[src/rtl/mbist_pkg.sv]
package mbist_pkg;

    localparam int OP_W  = 4;
    localparam int BG_W  = 4;
    localparam int CMD_W = 1 + OP_W + BG_W;

    typedef enum logic [1:0] {CT_IDLE, CT_SHIFT, CT_LOAD, CT_RUN} ctl_state_t;

    typedef enum logic [2:0] {
        TG_IDLE, TG_INIT, TG_IFETCH, TG_DFETCH,
        TG_EXEC, TG_CMP, TG_PASS, TG_FAIL
    } tpg_state_t;

    // one micro-operation: rd=1 read, inv=1 primed data
    typedef struct packed {
        logic rd;
        logic inv;
    } mop_t;

    // sequence length, 0 means null code
    function automatic logic [2:0] seq_len(input logic [OP_W-1:0] op);
        unique case (op)
            4'd1, 4'd2, 4'd3, 4'd4:    seq_len = 3'd1;
            4'd5, 4'd6:                seq_len = 3'd2;
            4'd7, 4'd8:                seq_len = 3'd3;
            4'd9, 4'd10, 4'd11, 4'd12: seq_len = 3'd4;
            default:                   seq_len = 3'd0;
        endcase
    endfunction

    // step 0 sits in bits 7:6, encoded {rd,inv}
    function automatic logic [7:0] seq_pat(input logic [OP_W-1:0] op);
        unique case (op)
            4'd1:    seq_pat = 8'b00_00_00_00;
            4'd2:    seq_pat = 8'b01_00_00_00;
            4'd3:    seq_pat = 8'b10_00_00_00;
            4'd4:    seq_pat = 8'b11_00_00_00;
            4'd5:    seq_pat = 8'b10_01_00_00;
            4'd6:    seq_pat = 8'b11_00_00_00;
            4'd7:    seq_pat = 8'b10_01_11_00;
            4'd8:    seq_pat = 8'b11_00_10_00;
            4'd9:    seq_pat = 8'b00_10_01_11;
            4'd10:   seq_pat = 8'b01_11_00_10;
            4'd11:   seq_pat = 8'b10_01_11_00;
            4'd12:   seq_pat = 8'b11_00_10_01;
            default: seq_pat = 8'b00_00_00_00;
        endcase
    endfunction

    function automatic mop_t seq_step(input logic [OP_W-1:0] op, input logic [1:0] idx);
        logic [7:0] p;
        p = seq_pat(op);
        seq_step = mop_t'(p[7 - 2*idx -: 2]);
    endfunction

endpackage

[src/rtl/mbist_ctl.sv]
module mbist_ctl
    import mbist_pkg::*;
(
    input  logic             clk,
    input  logic             rst_n,
    input  logic             clr,
    input  logic             bsc,
    input  logic             bsi,
    input  logic             halt,
    input  logic             done,
    output logic             ena,
    output logic             busy,
    output logic [CMD_W-1:0] cmd
);

    ctl_state_t st, nxt;
    logic       shift_en;

    assign shift_en = bsc && ((st == CT_IDLE && !halt) || st == CT_SHIFT);

    always_ff @(posedge clk or negedge rst_n) begin
        if (!rst_n)   st <= CT_IDLE;
        else if (clr) st <= CT_IDLE;
        else          st <= nxt;
    end

    always_comb begin
        nxt = st;
        unique case (st)
            CT_IDLE:  if (bsc && !halt) nxt = CT_SHIFT;
            CT_SHIFT: if (!bsc) nxt = CT_LOAD;
            CT_LOAD:  nxt = CT_RUN;
            CT_RUN:   if (done) nxt = CT_IDLE;
        endcase
    end

    always_ff @(posedge clk or negedge rst_n) begin
        if (!rst_n)        cmd <= '0;
        else if (clr)      cmd <= '0;
        else if (shift_en) cmd <= {cmd[CMD_W-2:0], bsi};
    end

    always_comb begin
        ena  = (st == CT_RUN);
        busy = (st != CT_IDLE);
    end

    // handshake: enable stays up until the generator answers
    p_ena_held_r1: assert property (@(posedge clk) disable iff (!rst_n || clr)
        (ena && !done) |=> ena);

endmodule

[src/rtl/mbist_tpg.sv]
module mbist_tpg
    import mbist_pkg::*;
#(
    parameter int AW = 4,
    parameter int DW = 8
)(
    input  logic             clk,
    input  logic             rst_n,
    input  logic             clr,
    input  logic             ena,
    input  logic [CMD_W-1:0] cmd,
    input  logic [DW-1:0]    ram_rdata,
    output logic             done,
    output logic             fin,
    output logic             pass,
    output logic [AW-1:0]    ram_addr,
    output logic [DW-1:0]    ram_wdata,
    output logic             ram_we,
    output logic             ram_re
);

    localparam int          REP  = DW / BG_W;
    localparam logic [AW-1:0] AMAX = {AW{1'b1}};

    tpg_state_t      st, nxt;
    logic [AW-1:0]   addr;
    logic            dirq;
    logic [OP_W-1:0] opq;
    logic [DW-1:0]   word;
    logic [1:0]      idx;
    logic            done_q;

    logic            cmd_dir;
    logic [OP_W-1:0] cmd_op;
    logic [BG_W-1:0] cmd_bg;
    mop_t            step;
    logic [DW-1:0]   expect_w;
    logic            last_step, last_addr, elem_end, mismatch, adv;

    assign cmd_dir = cmd[CMD_W-1];
    assign cmd_op  = cmd[BG_W +: OP_W];
    assign cmd_bg  = cmd[BG_W-1:0];

    always_comb begin
        step      = seq_step(opq, idx);
        expect_w  = step.inv ? ~word : word;
        last_step = ({1'b0, idx} == (seq_len(opq) - 3'd1));
        last_addr = dirq ? (addr == '0) : (addr == AMAX);
        elem_end  = last_step && last_addr;
        mismatch  = (ram_rdata != expect_w);
        adv       = (st == TG_EXEC && !step.rd) || (st == TG_CMP && !mismatch);
    end

    always_ff @(posedge clk or negedge rst_n) begin
        if (!rst_n)   st <= TG_IDLE;
        else if (clr) st <= TG_IDLE;
        else          st <= nxt;
    end

    always_comb begin
        nxt = st;
        unique case (st)
            TG_IDLE:   if (ena && !done_q) nxt = TG_INIT;
            TG_INIT:   nxt = TG_IFETCH;
            TG_IFETCH: nxt = (seq_len(cmd_op) == 3'd0) ? TG_PASS : TG_DFETCH;
            TG_DFETCH: nxt = TG_EXEC;
            TG_EXEC: begin
                if (step.rd)       nxt = TG_CMP;
                else if (elem_end) nxt = TG_IDLE;
            end
            TG_CMP: begin
                if (mismatch)      nxt = TG_FAIL;
                else if (elem_end) nxt = TG_IDLE;
                else               nxt = TG_EXEC;
            end
            TG_PASS, TG_FAIL: nxt = st;
        endcase
    end

    always_ff @(posedge clk or negedge rst_n) begin
        if (!rst_n) begin
            addr   <= '0;
            dirq   <= 1'b0;
            opq    <= '0;
            word   <= '0;
            idx    <= '0;
            done_q <= 1'b0;
        end else if (clr) begin
            done_q <= 1'b0;
            idx    <= '0;
        end else begin
            if (!ena) done_q <= 1'b0;
            if (st == TG_INIT) begin
                dirq <= cmd_dir;
                addr <= cmd_dir ? AMAX : '0;
            end
            if (st == TG_IFETCH) opq <= cmd_op;
            if (st == TG_DFETCH) begin
                word <= {REP{cmd_bg}};
                idx  <= '0;
            end
            if (adv) begin
                if (!last_step) begin
                    idx <= idx + 2'd1;
                end else if (last_addr) begin
                    done_q <= 1'b1;
                end else begin
                    idx  <= '0;
                    addr <= dirq ? addr - 1'b1 : addr + 1'b1;
                end
            end
        end
    end

    always_comb begin
        fin       = (st == TG_PASS) || (st == TG_FAIL);
        pass      = (st == TG_PASS);
        done      = done_q || fin;
        ram_addr  = addr;
        ram_wdata = expect_w;
        ram_we    = (st == TG_EXEC) && !step.rd;
        ram_re    = (st == TG_EXEC) && step.rd;
    end

    // a read is always followed by its compare cycle
    p_read_compared_r10: assert property (@(posedge clk) disable iff (!rst_n || clr)
        ram_re |=> (st == TG_CMP));

    p_rw_exclusive_r10: assert property (@(posedge clk) disable iff (!rst_n)
        !(ram_we && ram_re));

endmodule

[src/rtl/mbist_top.sv]
module mbist_top
    import mbist_pkg::*;
#(
    parameter int AW = 4,
    parameter int DW = 8
)(
    input  logic          clk,
    input  logic          rst_n,
    input  logic          bist_rst,
    input  logic          bsc,
    input  logic          bsi,
    output logic [AW-1:0] ram_addr,
    output logic [DW-1:0] ram_wdata,
    output logic          ram_we,
    output logic          ram_re,
    input  logic [DW-1:0] ram_rdata,
    output logic          bist_busy,
    output logic          bist_end,
    output logic          bist_go
);

    logic             ena, done, fin, pass;
    logic [CMD_W-1:0] cmd;

    mbist_ctl u_ctl (
        .clk   (clk),
        .rst_n (rst_n),
        .clr   (bist_rst),
        .bsc   (bsc),
        .bsi   (bsi),
        .halt  (fin),
        .done  (done),
        .ena   (ena),
        .busy  (bist_busy),
        .cmd   (cmd)
    );

    mbist_tpg #(.AW(AW), .DW(DW)) u_tpg (
        .clk       (clk),
        .rst_n     (rst_n),
        .clr       (bist_rst),
        .ena       (ena),
        .cmd       (cmd),
        .ram_rdata (ram_rdata),
        .done      (done),
        .fin       (fin),
        .pass      (pass),
        .ram_addr  (ram_addr),
        .ram_wdata (ram_wdata),
        .ram_we    (ram_we),
        .ram_re    (ram_re)
    );

    assign bist_end = fin;
    assign bist_go  = pass;

    p_end_sticky_r8: assert property (@(posedge clk) disable iff (!rst_n)
        (bist_end && !bist_rst) |=> bist_end);

    p_go_stable_r8: assert property (@(posedge clk) disable iff (!rst_n)
        (bist_end && !bist_rst) |=> $stable(bist_go));

    p_silent_after_end_r7: assert property (@(posedge clk) disable iff (!rst_n)
        bist_end |-> !(ram_we || ram_re));

    p_go_implies_end_r6: assert property (@(posedge clk) disable iff (!rst_n)
        bist_go |-> bist_end);

endmodule

[config.mk]
export PLATFORM = sky130hd
export DESIGN_NAME = mbist_top
export DESIGN_NICKNAME = d
export VERILOG_FILES = /design/src/rtl/mbist_pkg.sv /design/src/rtl/mbist_ctl.sv /design/src/rtl/mbist_tpg.sv /design/src/rtl/mbist_top.sv
export SDC_FILE = /design/constraint.sdc
export NUM_CORES = 1
export LEC_CHECK = 0
export ABC_AREA = 1
export BUFFER_PORTS_ARGS = -buffer_cell sky130_fd_sc_hd__buf_2
export CAP_MARGIN = 20
export CORE_MARGIN = 2
export CORE_UTILIZATION = 60
export CTS_BUF_LIST = sky130_fd_sc_hd__clkbuf_8
export CTS_CLUSTER_SIZE = 14
export DETAILED_ROUTE_END_ITERATION = 12
export HOLD_SLACK_MARGIN = 0.08
export MAX_ROUTING_LAYER = met4
export PLACE_DENSITY_LB_ADDON = 0.1
export SYNTH_ARGS = -nofsm -noshare
export SYNTH_HDL_FRONTEND = slang
export SYNTH_HIERARCHICAL = 1
export SYNTH_SLANG_ARGS = --single-unit
[constraint.sdc]
create_clock -name clk -period 2.82 [get_ports clk]
set_clock_uncertainty 0.05 [all_clocks]
set_input_delay 0.282 -clock clk [delete_from_list [all_inputs] [get_ports clk]]
set_output_delay 0.282 -clock clk [all_outputs]
set_load 0.02 [all_outputs]
==> summary.txt, run 1 <==
Routing
  • 1st-pass router iterations: 4
  • # DRC: 0
  • Final ANT Viol Nets: 0
  • 1st-iter DRT viols: roughly 220
  • Drt wl/cell: between 10 and 15 um
  • Drt total wl: between 5000 and 6000 um
  • DR vias: ~2400
  • Vias/cell: 5.52

Clocking
  • Clk pin slew, worst setup/hold paths: 0.06 ns
  • CTS buffer count: 5
  • TritonCTS clock tree: yes
  • Post-CTS setup repair buffer count: 0
  • # H-tree levels: 2
  • Clk_lat worst skew: ~0.28 ns
  • Root Driver: clkbuf_8
  • Max Root-Sink Buffers: 2
  • CTS Sinks: 30

STA
  • Final worst-path setup slack: 0.255 ns
  • # setup viols final: 0
  • Least-Margin Pin Slew: ~0.68 ns
  • Tmin final: around 2.6 ns
  • Unrepaired setup endpoints after global routing: no
  • TNS Setup: 0 ns
  • Max Slew Vio Count: 0
  • Final hold vios: 0
  • Fmax: 390 MHz
  • Hold slack: ~0.2 ns
  • Slew margin rel.: roughly 54%
  • Part of the cycle the worst path needs: around nine tenths

Critical path
  • CP required: just under 3 ns
  • Critical Path Source: u_tpg/opq[0]
  • WP buf/inv: 2
  • CP Cell Sequence: inv_1, ha_1, nor3_1, a221oi_2, ha_1, xnor2_1, nor2_1, nand2_2, inv_1, nand2_1, o21ai_0, nand2_1, o21ai_1, nor2_1
  • Worst Setup End Kind: flop
  • R2R Path Start: u_tpg/opq[0]
  • Critical path class: reg2reg
  • Max incr delay on CP: 0.44 ns
  • Crit path DAT: ~2.7 ns
  • R2R Setup Slk: 0.26 ns
  • Slowest CP cell: dfrtp_2
  • Critical path startpoint category: flop
  • Critical path depth: 14
  • CP top delay family: adder cells
  • Worst R2R Path Depth: 14
  • Crit Path Max Fanout: 9

Place
  • Post-DP Area: ~2700 sq um
  • Placer Congestion: about 0.90
  • Detailed Place HPWL: 4210 um
  • IO Port Bufs: 29
  • Pre-CTS WS: roughly 0.21 ns
  • Placed cells: roughly 430

Power and ir drop
  • Final Power: around 2.1 mW
  • P_leak: ~1.4 nW
  • Peak supply drop: ~460 uV
  • Power Density: 762 nW/um^2

Global route
  • Initial antenna violation count: 0
  • Gr usage total: about 25%
  • Vias in the first global route: between 2000 and 2500
  • GRT overflow: 0
  • Wire length of the first global-routing pass: just under 10000 um
  • Largest net degree at the start of global routing: 31

Synthesis
  • Seq cells post-synth: 30
  • Gate Count Post-Synth: around 360
  • Area contributors post-synth: dfrtp_1 (29%), nand2_1 (14%), nand3_1 (8.7%), ha_1 (6.8%), inv_1 (5.8%)
  • Post-synth top area share: between 20% and 30%
  • Top-count cell post-synth: nand2_1
  • Synth cell count leaders: nand2_1 (98), nand3_1 (45), inv_1 (40), dfrtp_1 (30), nor2_1 (27)
  • Mapped Area: 2580 sq um
  • Top FF cell, synth: dfrtp_1
  • Synth Warn #: 6
  • Syn_area_per_cell: between 7 and 8 sq um
  • FFs w/ async S/R, synth: between 90% and 100%
  • Sequential element share of the synthesized area: about 29%
  • Area leader, netlist: dfrtp_1
  • Synth cell types: 40
  • EDFF count, synth: 0
  • Synth Net Count: slightly below 400

Floorplanning
  • Die area: approximately 4800 sq um
  • Total I/O pin count: 30
  • Die X: between 60 and 70 um
  • Starting Density: around 64%
  • Core area: just over 4000 sq um
  • Die Y: between 60 and 70 um
  • Std-Cell Rows: 23

Layout
  • Number of nets in the layout: 417
  • Fraction of layout cells with a size suffix above 1: a little under a fifth
  • Area grow syn2layout: 9.02%
  • Area occupied by registers: ~750 sq um
  • Core Util, Final: between 60% and 70%
  • Fill cell count: roughly 340
  • Antenna cell count: 0
  • Final Cell Area: about 2800 sq um
  • Footprint of the multi-input gates: between 1500 and 2000 sq um
  • Finished Layout Cells: about 440

Hold path
  • Hold Crit Class: in2reg
  • Hold path start: bsi
  • WHS Path Cells: 3

Status
  • Status: complete, no violations

Flow run
  • Max Cap Viol: 0
## cell type report
type                       instances  share of cell area (%)
multi-input combinational        276                    56.0
sequential                        30                    26.8
inverter                          46                    6.58
timing repair buffer              30                    5.51
clock buffer                       6                    2.93
tap                               50                    2.22
## kinds of logic after synthesis
family | count (synthesis) | synth area share (%)
xor gates and xnor gates | 6 | 2.04
buffers and inverters | 55 | 9.99
AOI/OAI and AO/OA | 50 | 11.3
DFF | 30 | 29.1
and+or+nand+nor | 205 | 40.0
adders and majority gates | 15 | 7.56
## flip-flops by register name, indices dropped and copies added, names as in the netlist
register        cells
u_ctl/cmd           9
u_tpg/opq           4
u_tpg/ram_addr      4
u_tpg/word          4
u_tpg/st            3
u_ctl/st            2
u_tpg/idx           2
u_tpg/dirq          1
u_tpg/done_q        1
## tightest hold or removal path, cell delays in order
cell and delay, ns:
buf_2 0.08, nand3_1 0.07, nand2_1 0.06
## layer usage
| metal | GRT usage, % | part of all wire, % | routed length, um |
|---|---|---|---|
| met2 | 42.4 | 49 | 2740 |
| met5 | - | 0 | 0 |
| met1 | 30.5 | 45 | 2510 |
| met3 | 4.51 | 3.9 | 217 |
| met4 | 7.84 | 1.4 | 79 |
## path summary, 6_finish.rpt
kind	to
worst max-delay path	u_tpg/idx[0]
min in group asynchronous	u_ctl/st[0]
worst max register to register	u_tpg/idx[0]
worst min-delay path	u_ctl/cmd[0]
worst min register to register	u_ctl/st[1]
max in group asynchronous	u_tpg/opq[0]
## repair_timing
action                     CTS  global route
setup endpoints to repair    0             8
gates resized for setup      0             3
hold endpoints to repair    30             0
hold buffers                 1             0
## report_power, final
| part | total [mW] | internal, mW | switching [mW] |
|---|---|---|---|
| clock network | 0.339 | 0.188 | 0.151 |
| registers | 0.608 | 0.513 | 0.0941 |
| logic | 1.20 | 0.394 | 0.805 |
## cell usage in the layout, fill, tap and decap left out, types with 5 or more instances in the layout
| cell type | instances |
|---|---|
| nand3_2 | 5 |
| a21oi_1 | 10 |
| nand2_1 | 97 |
| nor2_1 | 27 |
| clkbuf_8 | 6 |
| nand2_2 | 5 |
| dfrtp_1 | 28 |
| ha_1 | 14 |
| nand2_4 | 7 |
| o21ai_1 | 6 |
| inv_1 | 40 |
| nor3_1 | 7 |
| buf_2 | 29 |
| nand3_1 | 45 |
| o21ai_0 | 25 |
(Power assumes the default switching activity.)
==> run 2, diff against run 1 <==
--- a/config.mk
+++ b/config.mk
@@ -8,7 +8,7 @@
 export ABC_AREA = 1
 export BUFFER_PORTS_ARGS = -buffer_cell sky130_fd_sc_hd__buf_2
 export CAP_MARGIN = 20
-export CORE_MARGIN = 2
+export CORE_MARGIN = 3
 export CORE_UTILIZATION = 60
 export CTS_BUF_LIST = sky130_fd_sc_hd__clkbuf_8
 export CTS_CLUSTER_SIZE = 14
@@ -16,6 +16,7 @@
 export HOLD_SLACK_MARGIN = 0.08
 export MAX_ROUTING_LAYER = met4
 export PLACE_DENSITY_LB_ADDON = 0.1
+export SETUP_SLACK_MARGIN = 0.15
 export SYNTH_ARGS = -nofsm -noshare
 export SYNTH_HDL_FRONTEND = slang
 export SYNTH_HIERARCHICAL = 1
==> summary.txt, run 2 (synthesis gave the netlist of run 1 again) <==
Status
  • Status: complete, no violations (unchanged)

STA
  • TNS Setup: 0 ns (unchanged)
  • Max Slew Vio Count: 0 (unchanged)
  • Unrepaired setup endpoints after global routing: no (unchanged)
  • Tmin final: 2.50 ns (was 2.56 ns)
  • Least-Margin Pin Slew: 0.691 ns (was 0.684 ns)
  • Part of the cycle the worst path needs: 88.8% (was 90.9%)
  • # setup viols final: 0 (unchanged)
  • Fmax: 400 MHz (was 390 MHz)
  • Final hold vios: 0 (unchanged)
  • Slew margin rel.: 54.0% (was 54.4%)

Routing
  • Final ANT Viol Nets: 0 (unchanged)
  • DR vias: 2404 (was 2416)
  • Drt total wl: 5460 um (was 5550 um)
  • Drt wl/cell: 12.4 um (was 12.7 um)
  • 1st-iter DRT viols: 148 (was 223)
  • # DRC: 0 (unchanged)
  • 1st-pass router iterations: 5 (was 4)
  • Vias/cell: 5.45 (was 5.52)

Flow run
  • Max Cap Viol: 0 (unchanged)

Critical path
  • Max incr delay on CP: 0.43 ns (was 0.44 ns)
  • Crit path DAT: 2.63 ns (was 2.68 ns)
  • Critical path startpoint category: flop (unchanged)
  • Worst path most repeated cell: inv_1
  • Worst Setup End Kind: flop (unchanged)
  • Crit Path Max Fanout: 9 (unchanged)
  • CP Cell Sequence: inv_1, ha_4, inv_1, a221oi_2, ha_1, xnor2_1, nor2_1, nand2_2, o21ai_0, nand3_1, nand2_1, o21ai_1 (was inv_1, ha_1, nor3_1, a221oi_2, ha_1, xnor2_1, nor2_1, nand2_2, inv_1, nand2_1, o21ai_0, nand2_1, o21ai_1, nor2_1)
  • CP required: 2.94 ns (was 2.93 ns)
  • Critical path class: reg2reg (unchanged)
  • Slowest CP cell: dfrtp_2 (unchanged)

Global route
  • Met1 usage: 30.4% (was 30.5%)
  • Vias in the first global route: 2290 (was 2257)
  • M2 GR Usage: 38.7% (was 42.4%)
  • GRT overflow: 0 (unchanged)
  • Global Route met3 Usage: 3.37% (was 4.51%)
  • Gr usage total: 24.2% (was 25.1%)
  • Initial antenna violation count: 0 (unchanged)
  • Largest net degree at the start of global routing: 31 (unchanged)
  • Wire length of the first global-routing pass: 9790 um (was 9710 um)
  • GRT busiest layer: met2 (unchanged)

Clocking
  • Clk pin slew, worst setup/hold paths: 0.07 ns (was 0.06 ns)
  • # H-tree levels: 2 (unchanged)
  • Max Root-Sink Buffers: 2 (unchanged)
  • Root Driver: clkbuf_8 (unchanged)
  • CTS buffer count: 5 (unchanged)
  • TritonCTS clock tree: yes (unchanged)
  • CTS Sinks: 30 (unchanged)
  • Clk_lat worst skew: 0.29 ns (was 0.28 ns)

Layout
  • Commonest non-fill, non-tap cells in the layout: nand2_1 (97), nand3_1 (45), inv_1 (38) (was nand2_1 (97), nand3_1 (45), inv_1 (40))
  • Number of flip-flops under the largest register name: 9 (unchanged)
  • Finished Layout Cells: 441 (was 438)
  • Most common cell after layout, fill and taps aside: nand2_1 (unchanged)
  • Fraction of layout cells with a size suffix above 1: 19.9% (was 18.6%)
  • Final Cell Area: 2870 sq um (was 2810 sq um)
  • Number of nets in the layout: 418 (was 417)
  • Area occupied by registers: 753 sq um (unchanged)
  • Area grow syn2layout: 11.3% (was 9.02%)
  • Antenna cell count: 0 (unchanged)
  • Footprint of the multi-input gates: 1600 sq um (was 1580 sq um)
  • Fill cell count: 369 (was 337)
  • Largest reg by FF count: u_ctl/cmd (unchanged)

Floorplanning
  • Die X: 71.6 um (was 69.6 um)
  • Core area: 4090 sq um (was 4060 sq um)
  • Std-Cell Rows: 23 (unchanged)
  • Total I/O pin count: 30 (unchanged)
  • Die Y: 71.6 um (was 69.6 um)
  • Die area: 5130 sq um (was 4840 sq um)
  • Starting Density: 63.2% (was 63.6%)

Power and ir drop
  • P_leak: 1.44 nW (was 1.43 nW)
  • Peak supply drop: 499 uV (was 458 uV)
  • Final Power: 2.27 mW (was 2.14 mW)
  • Power Density: 791 nW/um^2 (was 762 nW/um^2)

Place
  • Detailed Place HPWL: 4160 um (was 4210 um)
  • Placer Congestion: 0.865 (was 0.902)
  • Post-DP Area: 2720 sq um (unchanged)
  • Placed cells: 431 (unchanged)
  • IO Port Bufs: 29 (unchanged)

Hold path
  • Hold Crit Class: in2reg (unchanged)
## run 2: worst paths after layout
check / start / end / slack [ns] / depth (start not counted)
setup / recovery: u_tpg/opq[1] / u_tpg/st[2] / 0.32 / 12
hold / removal: bsi / u_ctl/cmd[0] / 0.17 / 3
setup reg to reg: u_tpg/opq[1] / u_tpg/st[2] / 0.32 / 12
hold reg to reg: u_ctl/st[1] / u_ctl/st[1] / 0.47 / 2
max in group asynchronous: rst_n / u_tpg/opq[1] / 1.72 / 2
min in group asynchronous: rst_n / u_tpg/ram_addr[1] / 0.52 / 2
## run 2: layer usage
metal | share of wire, % | up-vias
met2 | 47 | 59
li1 | - | 1232
met3 | 4.6 | 13
met4 | 2.2 | 0
met5 | 0 | -
met1 | 46 | 1100
## run 2: cell type report
cell class                      count  area share (%)
Clock buffer                        5            2.40
Clock inverter                      3            1.57
Timing Repair Buffer               31            5.66
Inverter                           46            6.45
Tap cell                           50            2.18
Multi-Input combinational cell    276            55.5
Sequential cell                    30            26.2
## run 2: timing repair
item | 4_1_cts | 5_1_grt
endpoints found under the setup margin | 0 | 9
gates resized for setup | 0 | 8
endpoints found under the hold margin | 30 | 0
hold buffers | 1 | 0
setup buffers | 0 | 1
## run 2: critical path: cells and delay by family, from the launching register on
kind,cells,cell delay (ns)
compound gates,3,0.58
xor+xnor,1,0.13
fa+ha+maj,2,0.56
buf+inv,2,0.17
flops,1,0.43
simple gates,4,0.47
## run 2: metrics by stage
stage | hold WS (ns) | utilization [%] | worst slack, ns
6_report | 0.169 | 70.3 | 0.317
2_1_floorplan | -0.0636 | - | 0.425
5_1_grt | 0.199 | 70.3 | 0.139
3_5_place_dp | 0.313 | 66.5 | 0.205
3_3_place_gp | 0.305 | 66.5 | 0.271
4_1_cts | 0.166 | 69.5 | 0.184
## run 2: power breakdown
part	total [mW]	leakage [nW]	switching, mW	internal, mW
sequential	0.607	0.396	0.0947	0.513
clock	0.439	0.0504	0.177	0.263
combinational	1.23	0.993	0.818	0.407
total	2.27	1.44	1.09	1.18
==> run 3, diff against run 2 <==
--- a/config.mk
+++ b/config.mk
@@ -11,7 +11,6 @@
 export CORE_MARGIN = 3
 export CORE_UTILIZATION = 60
 export CTS_BUF_LIST = sky130_fd_sc_hd__clkbuf_8
-export CTS_CLUSTER_SIZE = 14
 export DETAILED_ROUTE_END_ITERATION = 12
 export HOLD_SLACK_MARGIN = 0.08
 export MAX_ROUTING_LAYER = met4
@@ -19,5 +18,4 @@
 export SETUP_SLACK_MARGIN = 0.15
 export SYNTH_ARGS = -nofsm -noshare
 export SYNTH_HDL_FRONTEND = slang
-export SYNTH_HIERARCHICAL = 1
 export SYNTH_SLANG_ARGS = --single-unit
==> summary.txt, run 3 <==
Status
  • Status: complete, no violations (unchanged)

STA
  • Least-Margin Pin Slew: 0.719 ns (was 0.691 ns)
  • TNS Setup: 0 ns (unchanged)
  • Hold slack: 0.180 ns (was 0.169 ns)
  • Slew margin rel.: 52.0% (was 54.0%)
  • Part of the cycle the worst path needs: 88.4% (was 88.8%)
  • Max Slew Vio Count: 0 (unchanged)
  • Unrepaired setup endpoints after global routing: no (unchanged)
  • # setup viols final: 0 (unchanged)
  • Final hold vios: 0 (unchanged)
  • Tmin final: 2.49 ns (was 2.50 ns)
  • Fmax: 401 MHz (was 400 MHz)

Synthesis
  • Gate Count Post-Synth: 349 (was 361)
  • Synth cell count leaders: nand2_1 (96), inv_1 (46), nand3_1 (33), o21ai_0 (32), dfrtp_1 (30) (was nand2_1 (98), nand3_1 (45), inv_1 (40), dfrtp_1 (30), nor2_1 (27))
  • Top FF cell, synth: dfrtp_1 (unchanged)
  • Synth Net Count: 377 (was 389)
  • Synth cell types: 36 (was 40)
  • Syn_area_per_cell: 7.09 sq um (was 7.15 sq um)
  • Area leader, netlist: dfrtp_1 (unchanged)
  • Sequential element share of the synthesized area: 30.3% (was 29.1%)
  • Synth Warn #: 0 (was 6)
  • Post-synth top area share: 30.3% (was 29.1%)
  • EDFF count, synth: 0 (unchanged)
  • Top-count cell post-synth: nand2_1 (unchanged)
  • Mapped Area: 2480 sq um (was 2580 sq um)
  • FFs w/ async S/R, synth: 100% (unchanged)
  • Area contributors post-synth: dfrtp_1 (30%), nand2_1 (15%), ha_1 (7.1%), inv_1 (7.0%), nand3_1 (6.7%) (was dfrtp_1 (29%), nand2_1 (14%), nand3_1 (8.7%), ha_1 (6.8%), inv_1 (5.8%))
  • Seq cells post-synth: 30 (unchanged)

Clocking
  • CTS buffer count: 5 (unchanged)
  • CTS Sinks: 30 (unchanged)
  • Max Root-Sink Buffers: 2 (unchanged)
  • # H-tree levels: 2 (unchanged)
  • Root Driver: clkbuf_8 (unchanged)
  • TritonCTS clock tree: yes (unchanged)
  • Clk pin slew, worst setup/hold paths: 0.07 ns (about the same)
  • Clk_lat worst skew: 0.29 ns (about the same)

Layout
  • Number of nets in the layout: 410 (was 418)
  • Number of flip-flops under the largest register name: 9 (unchanged)
  • Commonest non-fill, non-tap cells in the layout: nand2_1 (95), inv_1 (44), nand3_1 (33) (was nand2_1 (97), nand3_1 (45), inv_1 (38))
  • Final Cell Area: 2780 sq um (was 2870 sq um)
  • Most common cell after layout, fill and taps aside: nand2_1 (unchanged)
  • Fraction of layout cells with a size suffix above 1: 21.1% (was 19.9%)
  • Area grow syn2layout: 12.3% (was 11.3%)
  • Antenna cell count: 0 (unchanged)
  • Largest reg by FF count: u_ctl.cmd (was u_ctl/cmd)

Power and ir drop
  • Combinational power share: 63.6% (was 53.9%)
  • Net Sw Frac: 52.0% (was 47.9%)
  • Power Density: 991 nW/um^2 (was 791 nW/um^2)
  • Power Internal: 1.32 mW (was 1.18 mW)
  • Final Power: 2.76 mW (was 2.27 mW)
  • Sw Pwr: 1.43 mW (was 1.09 mW)
  • Clock Power Share: 13.2% (was 19.3%)
  • Sequential power share: 23.3% (was 26.7%)
  • P_leak: 1.44 nW (about the same)
  • Peak supply drop: 481 uV (was 499 uV)

Routing
  • Drt wl/cell: 12.8 um (was 12.4 um)
  • 1st-iter DRT viols: 172 (was 148)
  • Total length of routed met2 wires: 2720 um (was 2570 um)
  • Met1 WL: 2440 um (was 2520 um)
  • DR vias: 2322 (was 2404)
  • Metal3 WL: 292 um (was 251 um)
  • Drt total wl: 5520 um (was 5460 um)
  • Highest Signal Layer: met4 (unchanged)
  • Vias/cell: 5.39 (was 5.45)
  • 1st-pass router iterations: 5 (unchanged)
  • Final ANT Viol Nets: 0 (unchanged)
  • # DRC: 0 (unchanged)

Place
  • Post-DP Area: 2640 sq um (was 2720 sq um)
  • IO Port Bufs: 29 (unchanged)
  • Detailed Place HPWL: 4200 um (was 4160 um)
  • Placer Congestion: 0.971 (was 0.865)

Global route
  • Wire length of the first global-routing pass: 9630 um (was 9790 um)
  • Initial antenna violation count: 0 (unchanged)
  • Vias in the first global route: 2181 (was 2290)
  • Largest net degree at the start of global routing: 31 (unchanged)
  • Gr usage total: 24.5% (was 24.2%)
  • GRT overflow: 0 (unchanged)

Critical path
  • Worst R2R Path Depth: 16 (was 12)
  • CP endpoint: u_tpg.st[2] (was u_tpg/st[2])
  • R2R Setup Slk: 0.33 ns (was 0.32 ns)
  • Crit path DAT: 2.62 ns (was 2.63 ns)
  • Crit Path Max Fanout: 4 (was 9)
  • R2R Path Start: u_tpg.opq[0] (was u_tpg/opq[1])
  • CP Cell Sequence: inv_1, ha_1, inv_1, o21ai_0, nand2_1, nand2_2, ha_1, xnor2_1, nor2_1, nand2_1, inv_2, nand2_1, a211oi_2, nand2_1, nand2_1, o21ai_1 (was inv_1, ha_4, inv_1, a221oi_2, ha_1, xnor2_1, nor2_1, nand2_2, o21ai_0, nand3_1, nand2_1, o21ai_1)
  • Critical path class: reg2reg (unchanged)
  • Worst path most repeated cell: nand2_1 (was inv_1)
  • FF-to-FF End: u_tpg.st[2] (was u_tpg/st[2])
  • Critical Path Source: u_tpg.opq[0] (was u_tpg/opq[1])
  • CP required: 2.94 ns (about the same)
  • Slowest CP cell: dfrtp_2 (unchanged)
  • Max incr delay on CP: 0.43 ns (about the same)
  • Critical path startpoint category: flop (unchanged)
  • Worst Setup End Kind: flop (unchanged)

Floorplanning
  • Die area: 4930 sq um (was 5130 sq um)
  • Starting Density: 64.7% (was 63.2%)
  • Die Y: 70.2 um (was 71.6 um)
  • Total I/O pin count: 30 (unchanged)
  • Std-Cell Rows: 22 (was 23)
  • Die X: 70.2 um (was 71.6 um)
  • Core area: 3830 sq um (was 4090 sq um)

Hold path
  • Hold Crit Class: in2reg (unchanged)

Flow run
  • Max Cap Viol: 0 (unchanged)
## run 3: worst min path at each step
stage	to	cells after the start	from	slack, ns
finish	u_ctl.cmd[0]	3	bsi	0.18
global route	u_ctl.cmd[0]	3	bsi	0.21
CTS	u_ctl.cmd[0]	3	bsi	0.18
detailed placement	u_tpg.ram_addr[1]	1	rst_n	0.30
global placement	u_tpg.ram_addr[1]	1	rst_n	0.30
floorplan	u_ctl.cmd[0]	0	rst_n	-0.06
## run 3: timing repair
item                                    4_1_cts  5_1_grt
cloned                                        0        0
resized for setup                             1        6
pin swaps                                     0        0
endpoints found under the hold margin        30        0
setup buffers                                 0        3
hold buffers                                  1        0
endpoints found under the setup margin        1        7
## run 3: routing by layer
metal | up-vias | GRT usage, %
met4 | 0 | 7.02
met2 | 66 | 41.0
met1 | 1065 | 30.1
li1 | 1185 | -
met5 | - | -
met3 | 6 | 4.46
## run 3: final cells by class
type / instances / area (sq um)
Multi-Input combinational cell: 259 / 1480
Inverter: 51 / 201
Fill cell: 331 / 1040
Clock inverter: 2 / 12.5
Clock buffer: 6 / 82.6
Tap cell: 48 / 60.1
Timing Repair Buffer: 35 / 193
Sequential cell: 30 / 752
## run 3: critical path, delay by kind of cell (launching register included)
kind | cells | cell delay [ns]
adders and majority gates | 2 | 0.55
AOI/OAI and AO/OA | 3 | 0.40
DFF | 1 | 0.43
xor gates and xnor gates | 1 | 0.13
and+or+nand+nor | 7 | 0.56
buffers and inverters | 3 | 0.26
## run 3: logic make-up (layout without fill, tap and decap cells)
group | Yosys count | in the layout | synth area share, %
DFF | 30 | 30 | 30.3
buffers and inverters | 60 | 94 | 10.5
AOI/OAI and AO/OA | 50 | 50 | 11.8
and+or+nand+nor | 188 | 188 | 37.4
adders and majority gates | 15 | 15 | 7.88
xor gates and xnor gates | 6 | 6 | 2.12
## run 3: power groups by stage
stage	sequential (mW)	clock (mW)	combinational, mW
final	0.641	0.363	1.75
after CTS	0.642	0.371	1.72
after floorplan	0.630	0	1.42
after global placement	0.645	0	1.66
after detailed placement	0.649	0	1.71
after global routing	0.659	0.389	1.95
## run 3: metrics by stage
stage               util, %  instances  worst slack, ns
floorplan                 -        349            0.346
global placement       69.0        419            0.266
detailed placement     69.0        419            0.162
CTS                    71.7        428            0.176
global route           72.7        431            0.130
finish                 72.7        431            0.326
